==> src/rtl/irq_pq_pkg.sv <==
package irq_pq_pkg;
  localparam int PAGE_BITS = 12;

  // bit 1 = P (forwarded, awaiting end-of-interrupt), bit 0 = Q (re-armed)
  typedef logic [1:0] pq_t;

  typedef enum logic [2:0] {
    OP_NONE  = 3'd0,
    OP_EOI   = 3'd1,
    OP_GET   = 3'd2,
    OP_SET00 = 3'd3,
    OP_SET01 = 3'd4,
    OP_SET10 = 3'd5,
    OP_SET11 = 3'd6
  } pq_op_e;

  function automatic pq_op_e pq_decode(input logic is_store, input logic [PAGE_BITS-1:0] ofs);
    pq_op_e op;
    op = OP_NONE;
    if (is_store) begin
      if (ofs == 12'h400) op = OP_EOI;
    end else begin
      case (ofs)
        12'h000: op = OP_EOI;
        12'h800: op = OP_GET;
        12'hC00: op = OP_SET00;
        12'hD00: op = OP_SET01;
        12'hE00: op = OP_SET10;
        12'hF00: op = OP_SET11;
        default: op = OP_NONE;
      endcase
    end
    return op;
  endfunction

  // returns {fire, next}
  function automatic logic [2:0] pq_on_trigger(input pq_t s);
    case (s)
      2'b00:   return {1'b1, 2'b10};
      2'b01:   return {1'b0, 2'b01};
      default: return {1'b0, 2'b11};
    endcase
  endfunction

  // returns {fire, next}
  function automatic logic [2:0] pq_on_eoi(input pq_t s);
    case (s)
      2'b10:   return {1'b0, 2'b00};
      2'b11:   return {1'b1, 2'b10};
      default: return {1'b0, s};
    endcase
  endfunction

  function automatic pq_t pq_forced(input pq_op_e op);
    case (op)
      OP_SET01: return 2'b01;
      OP_SET10: return 2'b10;
      OP_SET11: return 2'b11;
      default:  return 2'b00;
    endcase
  endfunction
endpackage

==> src/rtl/irq_pq_decode.sv <==
module irq_pq_decode
  import irq_pq_pkg::*;
#(
  parameter int SRC_W = 3
) (
  input  logic                       valid_i,
  input  logic                       write_i,
  input  logic [SRC_W+PAGE_BITS-1:0] addr_i,
  output pq_op_e                     op_o,
  output logic [SRC_W-1:0]           idx_o,
  output logic                       load_o
);
  always_comb begin
    idx_o  = addr_i[SRC_W+PAGE_BITS-1:PAGE_BITS];
    load_o = valid_i && !write_i;
    op_o   = valid_i ? pq_decode(write_i, addr_i[PAGE_BITS-1:0]) : OP_NONE;
  end
endmodule

==> src/rtl/irq_pq_cell.sv <==
module irq_pq_cell
  import irq_pq_pkg::*;
(
  input  logic   clk,
  input  logic   rst_n,
  input  pq_op_e op_i,
  input  logic   trig_i,
  output pq_t    state_o,
  output logic   fire_o
);
  pq_t  st_q, after_mmio, after_trig;
  logic mmio_fire, trig_fire, fire_q;

  // management access first, trigger applied on its result
  always_comb begin
    after_mmio = st_q;
    mmio_fire  = 1'b0;
    case (op_i)
      OP_EOI: {mmio_fire, after_mmio} = pq_on_eoi(st_q);
      OP_SET00, OP_SET01, OP_SET10, OP_SET11: after_mmio = pq_forced(op_i);
      default: ;
    endcase
    if (trig_i) {trig_fire, after_trig} = pq_on_trigger(after_mmio);
    else        {trig_fire, after_trig} = {1'b0, after_mmio};
  end

  always_ff @(posedge clk) begin
    if (!rst_n) begin
      st_q   <= 2'b00;
      fire_q <= 1'b0;
    end else begin
      st_q   <= after_trig;
      fire_q <= mmio_fire | trig_fire;
    end
  end

  assign state_o = st_q;
  assign fire_o  = fire_q;
endmodule

==> src/rtl/irq_pq_bank.sv <==
module irq_pq_bank
  import irq_pq_pkg::*;
#(
  parameter int NUM_SRC = 8,
  parameter int DATA_W  = 64,
  parameter int SRC_W   = $clog2(NUM_SRC)
) (
  input  logic                       clk,
  input  logic                       rst_n,
  input  logic                       mmio_valid,
  input  logic                       mmio_write,
  input  logic [SRC_W+PAGE_BITS-1:0] mmio_addr,
  input  logic                       trig_valid,
  input  logic [SRC_W-1:0]           trig_src,
  output logic                       rsp_valid,
  output logic [DATA_W-1:0]          rsp_data,
  output logic [NUM_SRC-1:0]         notify
);
  localparam int PAD_W = DATA_W - 2;

  pq_op_e           dec_op;
  logic [SRC_W-1:0] dec_idx;
  logic             dec_load;
  pq_t              cell_state [NUM_SRC];

  // named events for the checker
  logic [2*NUM_SRC-1:0] ev_state;
  logic [NUM_SRC-1:0]   ev_mmio_hit;
  logic [NUM_SRC-1:0]   ev_get_hit;
  logic [NUM_SRC-1:0]   ev_trig_hit;

  irq_pq_decode #(.SRC_W(SRC_W)) u_dec (
    .valid_i (mmio_valid),
    .write_i (mmio_write),
    .addr_i  (mmio_addr),
    .op_o    (dec_op),
    .idx_o   (dec_idx),
    .load_o  (dec_load)
  );

  for (genvar i = 0; i < NUM_SRC; i++) begin : g_src
    pq_op_e cell_op;
    assign cell_op        = (dec_idx == SRC_W'(i)) ? dec_op : OP_NONE;
    assign ev_mmio_hit[i] = (cell_op != OP_NONE);
    assign ev_get_hit[i]  = (cell_op == OP_GET);
    assign ev_trig_hit[i] = trig_valid && (trig_src == SRC_W'(i));
    assign ev_state[2*i+1:2*i] = cell_state[i];

    irq_pq_cell u_cell (
      .clk     (clk),
      .rst_n   (rst_n),
      .op_i    (cell_op),
      .trig_i  (ev_trig_hit[i]),
      .state_o (cell_state[i]),
      .fire_o  (notify[i])
    );
  end

  always_ff @(posedge clk) begin
    if (!rst_n) begin
      rsp_valid <= 1'b0;
      rsp_data  <= '0;
    end else begin
      rsp_valid <= dec_load;
      if (dec_load)
        rsp_data <= (dec_op != OP_NONE) ? {{PAD_W{1'b0}}, cell_state[dec_idx]} : '0;
    end
  end
endmodule


==> config.mk <==
export PLATFORM = sky130hd
export DESIGN_NAME = irq_pq_bank
export DESIGN_NICKNAME = d
export VERILOG_FILES = /design/src/rtl/irq_pq_pkg.sv /design/src/rtl/irq_pq_decode.sv /design/src/rtl/irq_pq_cell.sv /design/src/rtl/irq_pq_bank.sv
export SDC_FILE = /design/constraint.sdc
export NUM_CORES = 1
export LEC_CHECK = 0
export BUFFER_PORTS_ARGS = -buffer_cell sky130_fd_sc_hd__buf_2
export CAP_MARGIN = 20
export CORE_MARGIN = 3
export CORE_UTILIZATION = 44
export CTS_BUF_LIST = sky130_fd_sc_hd__clkbuf_8 sky130_fd_sc_hd__clkbuf_16
export DETAILED_ROUTE_END_ITERATION = 8
export GPL_ROUTABILITY_DRIVEN = 0
export PLACE_DENSITY = 0.7
export SYNTH_ARGS = -nofsm -noshare
export SYNTH_HDL_FRONTEND = slang
export SYNTH_HIERARCHICAL = 1
export SYNTH_SLANG_ARGS = --single-unit
==> constraint.sdc <==
create_clock -name clk -period 2.7 [get_ports clk]
set_input_delay 0 -clock clk [delete_from_list [all_inputs] [get_ports clk]]
set_output_delay 0 -clock clk [all_outputs]
set_load 0.01 [all_outputs]
==> flow_metrics.env <==
export IMPL_crit_required_ns=2.89
export IMPL_crit_chain="buf_2 -> nor4b_2 -> nand3_1 -> nor3_1 -> nand2_1 -> nor2_1 -> buf_4 -> mux2i_1 -> nor2_1 -> a211oi_1 -> nor2b_1"
export IMPL_finalCritPeriodShare_pct=76.9
export IMPL_avgRoutedWirePerCell_um=12.3
export IMPL_synth_edf_count=0
export IMPL_via_per_inst=5.05
export IMPL_post_cts_buffers=0
export IMPL_drtPass1Iterations=4
export IMPL_grt_pass1_wl_mm=10.7
export IMPL_p_leak_nw=1.20
export IMPL_async_flop_share_pct=0
export IMPL_cts_buffers=3
export IMPL_fmax_mhz=482
export IMPL_whs_path_depth=3
export IMPL_syn_inst=415
export IMPL_syn_avg_cell_area_um2=7.56
export IMPL_outcome="complete, no violations"
export IMPL_synth_ff_type="dfxtp_1"
export IMPL_synthTopCellsByCount="buf_4 (74), nor2_1 (57), dfxtp_1 (27), nand2b_1 (24), nor3_1 (21)"
export IMPL_cap_violations=0
export IMPL_track_usage_pct=15.0
export IMPL_final_antenna_net_count=0
export IMPL_yosysSeqAreaShare_pct=17.2
export IMPL_seq_power_share_pct=50.1
export IMPL_ys_types=36
export IMPL_die_h_um=90.4
export IMPL_port_buffers=33
export IMPL_internal_power_mw=0.610
export IMPL_wl_mm=6.50
export IMPL_synth_top_cell_area_share_pct=17.7
export IMPL_drt_initial_drc_count=105
export IMPL_holdBufCountCts=0
export IMPL_cts_sinks=27
export IMPL_core_area_mm2=0.00687
export IMPL_die_area_mm2=0.00818
export IMPL_hpwl_mm=4.85
export IMPL_grt_max_degree=28
export IMPL_hold_violations=0
export IMPL_antennaDiodeCount=0
export IMPL_fin_crit_ns=2.08
export IMPL_cp_end_kind="flip-flop"
export IMPL_hp_start="mmio_write"
export IMPL_first_global_vias=2412
export IMPL_final_setup_tns_ns=0
export IMPL_syn_to_final_growth_pct=-3.79
export IMPL_worstHoldPathType="in -> reg"
export IMPL_htree_levels=1
export IMPL_r2r_start="g_src[0].u_cell/state_o[1]$_SDFF_PN0_"
export IMPL_overflow=0
export IMPL_clock_skew_ns=0.00423
export IMPL_die_x_um=90.4
export IMPL_cp_common_cell="nor2_1"
export IMPL_combPwrFrac_pct=22.4
export IMPL_synth_most_common_cell="buf_4"
export IMPL_rows=30
export IMPL_ys_warn_count=6
export IMPL_reg2reg_depth=3
export IMPL_synth_seq_cells=27
export IMPL_route_detailed_drc=0
export IMPL_yosysTopAreaCell="buf_4"
export IMPL_antenna_found_initial=0
export IMPL_worst_pin_slew_ns=0.680
export IMPL_syn_area_mm2=0.00314
export IMPL_clkLatencyLatePin_ns=0.29
export IMPL_ir_worst_vdd_uv=200
export IMPL_drive_above_1_share_pct=16.2
export IMPL_ff2ff_setup_slack_ns=1.26
export IMPL_synthTopCellsByArea="buf_4 (18%), dfxtp_1 (17%), nor2_1 (6.8%)"
export IMPL_ioPinCount=96
export IMPL_hold_end="rsp_valid$_SDFF_PN0_"
export IMPL_clk_pin_slew_ns=0.11
export IMPL_initial_utilization_pct=45.7
export IMPL_swShare_pct=33.6
export IMPL_critPathSlowestCell="nor2_1"
export IMPL_relSlewSlack_pct=54.3
export IMPL_root_buffer="clkbuf_8"
export IMPL_drv_slew=0
export IMPL_vias=2660
export IMPL_final_core_util_pct=43.9
export IMPL_cts_max_path_buffers=2
export IMPL_final_nets=455
export IMPL_p_sw_mw=0.308
export IMPL_rr_endpoint="rsp_data[1]$_SDFFE_PN0P_"
export IMPL_cts_resized=0
export IMPL_critical_path_max_stage_delay_ns=0.45
export IMPL_p_clk_share_pct=27.5
export IMPL_rsz0062_at_grt="false"
export IMPL_critPathMaxFanout=10
export IMPL_finalSetupViolations=0
export IMPL_power_density_mw_per_mm2=304
export IMPL_cts_tree="yes"
export IMPL_worstSetupPathType="in -> reg"
export IMPL_critPathLaunchType="input pin"
export IMPL_arrival_ns=2.27
[layer usage]
| metal | up-vias | share of wire, % | global-route usage (%) |
|---|---|---|---|
| met5 | - | 0 | 0 |
| met4 | 0 | 0.63 | 3.83 |
| met3 | 6 | 5.4 | 2.75 |
| met2 | 69 | 48 | 26.4 |
| met1 | 1239 | 46 | 18.9 |
| li1 | 1346 | - | - |
[flip-flops by register name, summed over array words and instances, names as in the netlist]
signal / flops
rsp_data: 2
g_src.u_cell/fire_o: 8
rsp_valid: 1
g_src.u_cell/state_o: 16
[per-stage QoR]
step	std cells	hold WS (ns)	area [um2]	worst slack, ns	total power [mW]
finish	527	0.0743	3020	0.623	0.918
global route	527	0.0832	3020	0.343	0.968
CTS	527	0.0716	3020	0.652	0.921
detailed placement	523	0.388	2970	0.335	0.670
global placement	523	0.382	2970	0.448	0.664
floorplan	476	0.117	3370	0.947	0.693
[cell families (layout without fill, tap and decap cells)]
kind of cell	count (synthesis)	after routing	share of synthesized area [%]
flip-flops	27	27	17.2
AO/OA/AOI/OAI	102	102	22.3
multiplexers	14	14	5.27
AND/OR/NAND/NOR	177	177	30.5
other	1	62	0.120
buffers and inverters	93	48	24.3
XOR/XNOR	1	1	0.279
[critical path: cells and delay by family]
kind | cells | cell delay, ns
and+or+nand+nor | 7 | 1.59
muxes | 1 | 0.17
AOI/OAI and AO/OA | 1 | 0.18
buffers and inverters | 2 | 0.33
[layout make-up]
class                           instances  area [um2]
Multi-Input combinational cell        356        2060
Clock buffer                            3        41.3
Tap cell                               96         120
Clock inverter                          1        5.00
Sequential cell                        27         541
Timing Repair Buffer                   44         248
Fill cell                             704        3850
[power by group through the flow]
stage                     Combinational, mW  Clock (mW)  Sequential, mW
after floorplan                       0.240           0           0.453
after detailed placement              0.201           0           0.469
final                                 0.206       0.252           0.460
after CTS                             0.202       0.260           0.460
after global placement                0.195           0           0.468
after global routing                  0.230       0.272           0.465
[worst max-delay path by stage]
stage | from | endpoint | slack (ns) | depth (start not counted)
3_3_place_gp | mmio_addr[4] | g_src[1].u_cell/state_o[0]$_SDFF_PN0_ | 0.45 | 10
6_report | mmio_addr[4] | g_src[5].u_cell/state_o[1]$_SDFF_PN0_ | 0.62 | 11
4_1_cts | mmio_addr[4] | g_src[5].u_cell/state_o[1]$_SDFF_PN0_ | 0.65 | 11
5_1_grt | mmio_addr[4] | g_src[5].u_cell/state_o[1]$_SDFF_PN0_ | 0.34 | 11
3_5_place_dp | mmio_addr[4] | g_src[5].u_cell/state_o[1]$_SDFF_PN0_ | 0.33 | 11
2_1_floorplan | mmio_addr[4] | g_src[0].u_cell/state_o[0]$_SDFF_PN0_ | 0.95 | 10
[placed cells by master (no fill, tap or decap), types with 8 or more instances in the layout]
cell        n
a31oi_1    10
buf_2      33
nand2b_1   24
o2bb2ai_1   8
and3b_2     8
o21a_1     16
a22o_1      8
a211oi_1    8
nor2b_1    17
nand2_1    14
conb_1     62
buf_4      11
nor2_2      8
mux2i_1    12
nor3_1     21
dfxtp_1    27
nand3b_1   11
o21ai_0     8
a21oi_1    16
a21boi_1    8
o21ai_1     8
a21o_1      8
nand3_1     9
nor2_1     57
(Power assumes the default switching activity.)
